$ cat src/rtl/alu8_pkg.sv
package alu8_pkg;

   typedef enum logic [2:0] {
      OP_OR   = 3'd0,
      OP_AND  = 3'd1,
      OP_XOR  = 3'd2,
      OP_ADC  = 3'd3,
      OP_SBC  = 3'd4,
      OP_ROT  = 3'd5,
      OP_THR6 = 3'd6,
      OP_THR7 = 3'd7
   } alu_op_e;

endpackage

$ cat src/rtl/alu8_bitwise.sv
module alu8_bitwise
   import alu8_pkg::*;
#(
   parameter int W = 8
) (
   input  logic         clk,
   input  logic         rst_n,
   input  alu_op_e      op,
   input  logic [W-1:0] a,
   input  logic [W-1:0] b,
   output logic [W-1:0] y
);

   generate
      if (W < 1) begin : g_bad_width
         $error("alu8_bitwise: W must be at least 1");
      end
   endgenerate

   // one slice per bit; the opcode steers every slice the same way
   for (genvar i = 0; i < W; i++) begin : g_slice
      assign y[i] = (op == OP_AND) ? (a[i] & b[i]) :
                    (op == OP_XOR) ? (a[i] ^ b[i]) :
                                     (a[i] | b[i]);
   end

   // AND never sets a bit that OR leaves clear
   p_and_within_or_r1: assert property (@(posedge clk) disable iff (!rst_n)
      (op == OP_AND) |-> ((y & ~(a | b)) == '0));

   // XOR result has no bit common to both operands
   p_xor_excl_r1: assert property (@(posedge clk) disable iff (!rst_n)
      (op == OP_XOR) |-> ((y & a & b) == '0));

endmodule

$ cat src/rtl/alu8_addsub.sv
module alu8_addsub #(
   parameter int W      = 8,
   parameter bit RIPPLE = 1'b1
) (
   input  logic         clk,
   input  logic         rst_n,
   input  logic         sub,
   input  logic [W-1:0] a,
   input  logic [W-1:0] b,
   input  logic         cin,
   output logic [W-1:0] sum,
   output logic         cout,
   output logic         ovf
);

   localparam int MSB = W - 1;

   logic [W-1:0] b_eff;

   generate
      if (W < 2) begin : g_bad_width
         $error("alu8_addsub: W must be at least 2");
      end
   endgenerate

   // subtract is a + ~b + cin, so cin reads as "no borrow"
   assign b_eff = sub ? ~b : b;

   generate
      if (RIPPLE) begin : g_ripple
         logic [W:0] chain;
         assign chain[0] = cin;
         for (genvar i = 0; i < W; i++) begin : g_bit
            assign sum[i]     = a[i] ^ b_eff[i] ^ chain[i];
            assign chain[i+1] = (a[i] & b_eff[i]) | (chain[i] & (a[i] ^ b_eff[i]));
         end
         assign cout = chain[W];
      end else begin : g_behav
         logic [W:0] full;
         assign full = {1'b0, a} + {1'b0, b_eff} + {{W{1'b0}}, cin};
         assign sum  = full[W-1:0];
         assign cout = full[W];
      end
   endgenerate

   // signed overflow: effective operands agree in sign, result does not
   assign ovf = (a[MSB] == b_eff[MSB]) && (sum[MSB] != a[MSB]);

   // add result and carry match a wide unsigned sum
   p_add_sum_r2: assert property (@(posedge clk) disable iff (!rst_n)
      !sub |-> ({cout, sum} == ({1'b0, a} + {1'b0, b} + {{W{1'b0}}, cin})));

   // operands of opposite sign can never overflow on add
   p_add_no_ovf_r3: assert property (@(posedge clk) disable iff (!rst_n)
      (!sub && (a[MSB] != b[MSB])) |-> !ovf);

   // carry out is the not-borrow condition
   p_sub_borrow_r4: assert property (@(posedge clk) disable iff (!rst_n)
      sub |-> (cout == ({1'b0, a} >= ({1'b0, b} + {{W{1'b0}}, ~cin}))));

   // operands of equal sign can never overflow on subtract
   p_sub_no_ovf_r5: assert property (@(posedge clk) disable iff (!rst_n)
      (sub && (a[MSB] == b[MSB])) |-> !ovf);

endmodule

$ cat src/rtl/alu8_rotate.sv
module alu8_rotate #(
   parameter int W = 8
) (
   input  logic         clk,
   input  logic         rst_n,
   input  logic         dir_right,
   input  logic [W-1:0] a,
   input  logic         cin,
   output logic [W-1:0] y,
   output logic         cout
);

   generate
      if (W < 2) begin : g_bad_width
         $error("alu8_rotate: W must be at least 2");
      end
   endgenerate

   always_comb begin
      if (dir_right) begin
         y    = {cin, a[W-1:1]};
         cout = a[0];
      end else begin
         y    = {a[W-2:0], cin};
         cout = a[W-1];
      end
   end

   // a rotate through carry preserves the number of set bits
   p_rot_ones_r6: assert property (@(posedge clk) disable iff (!rst_n)
      $countones({cout, y}) == $countones({cin, a}));

   // left rotation keeps the operand's low bits shifted up by one
   p_rot_left_r6: assert property (@(posedge clk) disable iff (!rst_n)
      !dir_right |-> (y[W-1:1] == a[W-2:0]));

   // right rotation keeps the operand's high bits shifted down by one
   p_rot_right_r7: assert property (@(posedge clk) disable iff (!rst_n)
      dir_right |-> (y[W-2:0] == a[W-1:1]));

endmodule

$ cat src/rtl/alu8_core.sv
module alu8_core
   import alu8_pkg::*;
#(
   parameter int WIDTH        = 8,
   parameter bit RIPPLE_ADDER = 1'b1,
   parameter int ROT_DIR_BIT  = 0
) (
   input  logic             clk,
   input  logic             rst_n,
   input  logic [WIDTH-1:0] op_a,
   input  logic [WIDTH-1:0] op_b,
   input  logic             carry_in,
   input  logic [2:0]       op_sel,
   output logic [WIDTH-1:0] result,
   output logic             flag_zero,
   output logic             flag_neg,
   output logic             flag_carry,
   output logic             flag_ovf
);

   localparam int MSB = WIDTH - 1;

   generate
      if (WIDTH < 2) begin : g_bad_width
         $error("alu8_core: WIDTH must be at least 2");
      end
      if (ROT_DIR_BIT < 0 || ROT_DIR_BIT >= WIDTH) begin : g_bad_dir
         $error("alu8_core: ROT_DIR_BIT must index op_b");
      end
   endgenerate

   alu_op_e          op;
   logic [WIDTH-1:0] logic_y;
   logic [WIDTH-1:0] arith_y;
   logic             arith_c;
   logic             arith_v;
   logic [WIDTH-1:0] rot_y;
   logic             rot_c;

   assign op = alu_op_e'(op_sel);

   alu8_bitwise #(.W(WIDTH)) u_bitwise (
      .clk (clk),
      .rst_n(rst_n),
      .op  (op),
      .a   (op_a),
      .b   (op_b),
      .y   (logic_y)
   );

   alu8_addsub #(.W(WIDTH), .RIPPLE(RIPPLE_ADDER)) u_addsub (
      .clk  (clk),
      .rst_n(rst_n),
      .sub  (op == OP_SBC),
      .a    (op_a),
      .b    (op_b),
      .cin  (carry_in),
      .sum  (arith_y),
      .cout (arith_c),
      .ovf  (arith_v)
   );

   alu8_rotate #(.W(WIDTH)) u_rotate (
      .clk      (clk),
      .rst_n    (rst_n),
      .dir_right(op_b[ROT_DIR_BIT]),
      .a        (op_a),
      .cin      (carry_in),
      .y        (rot_y),
      .cout     (rot_c)
   );

   always_comb begin
      result     = op_a;
      flag_carry = 1'b0;
      flag_ovf   = 1'b0;
      unique case (op)
         OP_OR, OP_AND, OP_XOR: result = logic_y;
         OP_ADC, OP_SBC: begin
            result     = arith_y;
            flag_carry = arith_c;
            flag_ovf   = arith_v;
         end
         OP_ROT: begin
            result     = rot_y;
            flag_carry = rot_c;
         end
         default: result = op_a;
      endcase
   end

   assign flag_zero = ~|result;
   assign flag_neg  = result[MSB];

   // logic operations leave carry and overflow clear
   p_logic_clean_r1: assert property (@(posedge clk) disable iff (!rst_n)
      (op_sel <= 3'd2) |-> (!flag_carry && !flag_ovf));

   // unused codes pass op_a through with flags clear
   p_pass_r8: assert property (@(posedge clk) disable iff (!rst_n)
      (op_sel >= 3'd6) |-> (result == op_a && !flag_carry && !flag_ovf));

   // a zero result is never negative
   p_zero_neg_r9: assert property (@(posedge clk) disable iff (!rst_n)
      flag_zero |-> !flag_neg);

   // rotate never reports overflow
   p_rot_no_ovf_r6: assert property (@(posedge clk) disable iff (!rst_n)
      (op_sel == 3'd5) |-> !flag_ovf);

endmodule

$ cat config.mk
export PLATFORM = sky130hd
export DESIGN_NAME = alu8_core
export DESIGN_NICKNAME = d
export VERILOG_FILES = /design/src/rtl/alu8_pkg.sv /design/src/rtl/alu8_bitwise.sv /design/src/rtl/alu8_addsub.sv /design/src/rtl/alu8_rotate.sv /design/src/rtl/alu8_core.sv
export SDC_FILE = /design/constraint.sdc
export NUM_CORES = 1
export LEC_CHECK = 0
export CAP_MARGIN = 40
export CORE_MARGIN = 4
export CORE_UTILIZATION = 56
export DETAILED_ROUTE_END_ITERATION = 8
export PLACE_DENSITY = 0.94
export SYNTH_ARGS = -nofsm -noshare
export SYNTH_HDL_FRONTEND = slang
export SYNTH_SLANG_ARGS = --single-unit
export TNS_END_PERCENT = 100
$ cat constraint.sdc
create_clock -name vclk -period 20.2
set_input_delay 4.04 -clock vclk [all_inputs]
set_output_delay 4.04 -clock vclk [all_outputs]
set_load 0.005 [all_outputs]
==> results.cfg <==
[outcome]
status = finished, final reports clean

[sta]
fmax_mhz = 68.0
grt_setup_unrepaired = no
fin_crit_ps = 14710
fin_crit_sh = 0.728
holdWs_ps = 9240
fin_tns_setup_ps = 0
slew_headroom = 0.585
drv_slew = 0
tightest_slew_ps = 620
finalSetupViolCount = 0
final_hold_viol_count = 0

[global_route]
gr-usage-met3 = 0.0191
grt_max_degree = 34
use_met2 = 0.435
grt-ovfl-total = 0
grt_use_total = 0.222
busiest_layer = met2
grt_pass1_wl_microns = 4970
grtUsageMet1 = 0.269
grt_pass1_vias = 1143
antenna_found_initial = 0

[finish]
design_area_sq_um = 1520
final_cells = 204
nFlopsAndLatches = 0
area_delta_synth_final_pct = 24.7
n_antenna_cell = 0
drive_gt1_frac = 0.0508
mostFrequentLayoutCell = clkdlybuf4s50_1
final_nets = 226
clkbuf_count = 0
seq_area_sq_um = 0
most-common-layout-cells = clkdlybuf4s50_1 (32), inv_1 (27), ha_1 (17)

[routing]
viasPerCell = 5.78
wl_per_cell_microns = 15.0
route.vias.total = 1179
drtAntennaViolNets = 0
drc = 0
first_iter_violations = 40
totalWireLength_microns = 3060
dr.pass1.iters = 5

[setup_path]
path_cells = clkdlybuf4s50_1, or3b_1, xnor2_1, fa_1, fa_1, fa_1, fa_1, inv_1, fa_1, inv_1, fa_1, fa_1, fa_1, inv_1, mux4_2, o22ai_2, o2111ai_1, nor4_2, clkdlybuf4s50_1
criticalPathCategory = in2out
start_kind = input pin
cp_max_fo = 14
critPathSlowestCell = or3b_1
max_stage_delay_ps = 770
cp-end-kind = primary output
cp.required_ps = 16160
crit_path_frequent_cell = fa_1
critPathArrivalTime_ps = 10670

[pwr]
p_int_uw = 21.6
sw_frac_of_total = 0.480
clkPwrFrac = 0
p_seq_frac = 0
peakVddDrop_mv = 0.0172
total_power_uw = 41.6
p_switching_uw = 20.0
pwr_density_cell_nw_per_um2 = 27.3
leakagePower_nw = 0.696
p_comb_frac = 1.000

[synth]
avgSynthCellArea_sq_um = 8.02
ys_types = 43
ys_seq_area_frac = 0
syn_nets = 199
synth_area_sq_um = 1220
yosys_warnings = 0
synthCells = 152

[floorplan]
die-area_sq_um = 2990
row_count = 16
coreArea_sq_um = 2020
initial_core_util = 0.603
ios = 34
die-height_microns = 54.7
die_w_microns = 54.7

[clock_network]
cts_resized = 0
cts_setup_buffers = 0
cts_hold_buf = 0

[place]
place_congestion = 0.862
portBuffers = 32
dp.cells = 204
place_area_sq_um = 1520
dp_hpwl_microns = 2510

[hold_path]
hp-class = in2out

[flow_run]
cap_violations = 0
[power by group through the flow]
stage | Sequential (mW) | Clock [mW] | Combinational (mW)
after floorplan | 0 | 0 | 0.0254
after global placement | 0 | 0 | 0.0391
after detailed placement | 0 | 0 | 0.0412
after CTS | 0 | 0 | 0.0414
after global routing | 0 | 0 | 0.0458
final | 0 | 0 | 0.0416
[per-layer routing]
layer	vias up	wire [microns]
met3	0	221
li1	574	-
met4	0	0
met2	49	1600
met1	556	1250
met5	-	0
[final timing paths]
kind / cells past startpoint / slack [ps] / start / end
max: 19 / 5490 / op_sel[1] / flag_zero
min: 4 / 9240 / op_a[2] / result[2]
[synthesized netlist by cell type (2+ instances only)]
| cell type | count | area share |
|---|---|---|
| buf_4 | 2 | 0.012 |
| mux4_2 | 3 | 0.055 |
| o221ai_1 | 2 | 0.014 |
| nor2_1 | 10 | 0.031 |
| xnor2_1 | 8 | 0.057 |
| mux2i_1 | 8 | 0.066 |
| ha_1 | 17 | 0.17 |
| o21ai_0 | 6 | 0.025 |
| buf_2 | 3 | 0.012 |
| inv_2 | 2 | 0.0062 |
| nand2b_1 | 5 | 0.026 |
| inv_1 | 27 | 0.083 |
| a32o_1 | 2 | 0.016 |
| nor2b_1 | 5 | 0.026 |
| fa_1 | 8 | 0.13 |
| a21oi_1 | 4 | 0.016 |
| nand3b_1 | 2 | 0.012 |
| nand2_1 | 10 | 0.031 |
| a211oi_1 | 4 | 0.025 |
[stage by stage]
step	util	worst slack (ps)
2_1_floorplan	-	7390
3_3_place_gp	0.752	5650
3_5_place_dp	0.752	5550
4_1_cts	0.752	5550
5_1_grt	0.752	5300
6_report	0.752	5490
[area by class of cell]
type / instances / area, sq um
multi-input cells: 114 / 1050
inverters: 30 / 113
fillers: 155 / 502
well taps: 27 / 33.8
repair buffers: 33 / 328
[logic make-up (layout without fill, tap and decap cells)]
group,count (synthesis),after routing,synth area share
buffers and inverters,38,63,0.142
and+or+nand+nor,37,37,0.158
AOI/OAI and AO/OA,31,31,0.187
adders and majority gates,25,25,0.306
muxes,12,12,0.143
xor gates and xnor gates,9,9,0.0647
[worst max-delay path, delay by kind of cell]
family          cells  cell delay [ps]
compound gates      2              350
xor+xnor            1              240
fa+ha+maj           8             3090
buf+inv             5             1460
mux                 1              460
simple gates        2             1020
No activity file was read; power rests on OpenSTA's default activity.
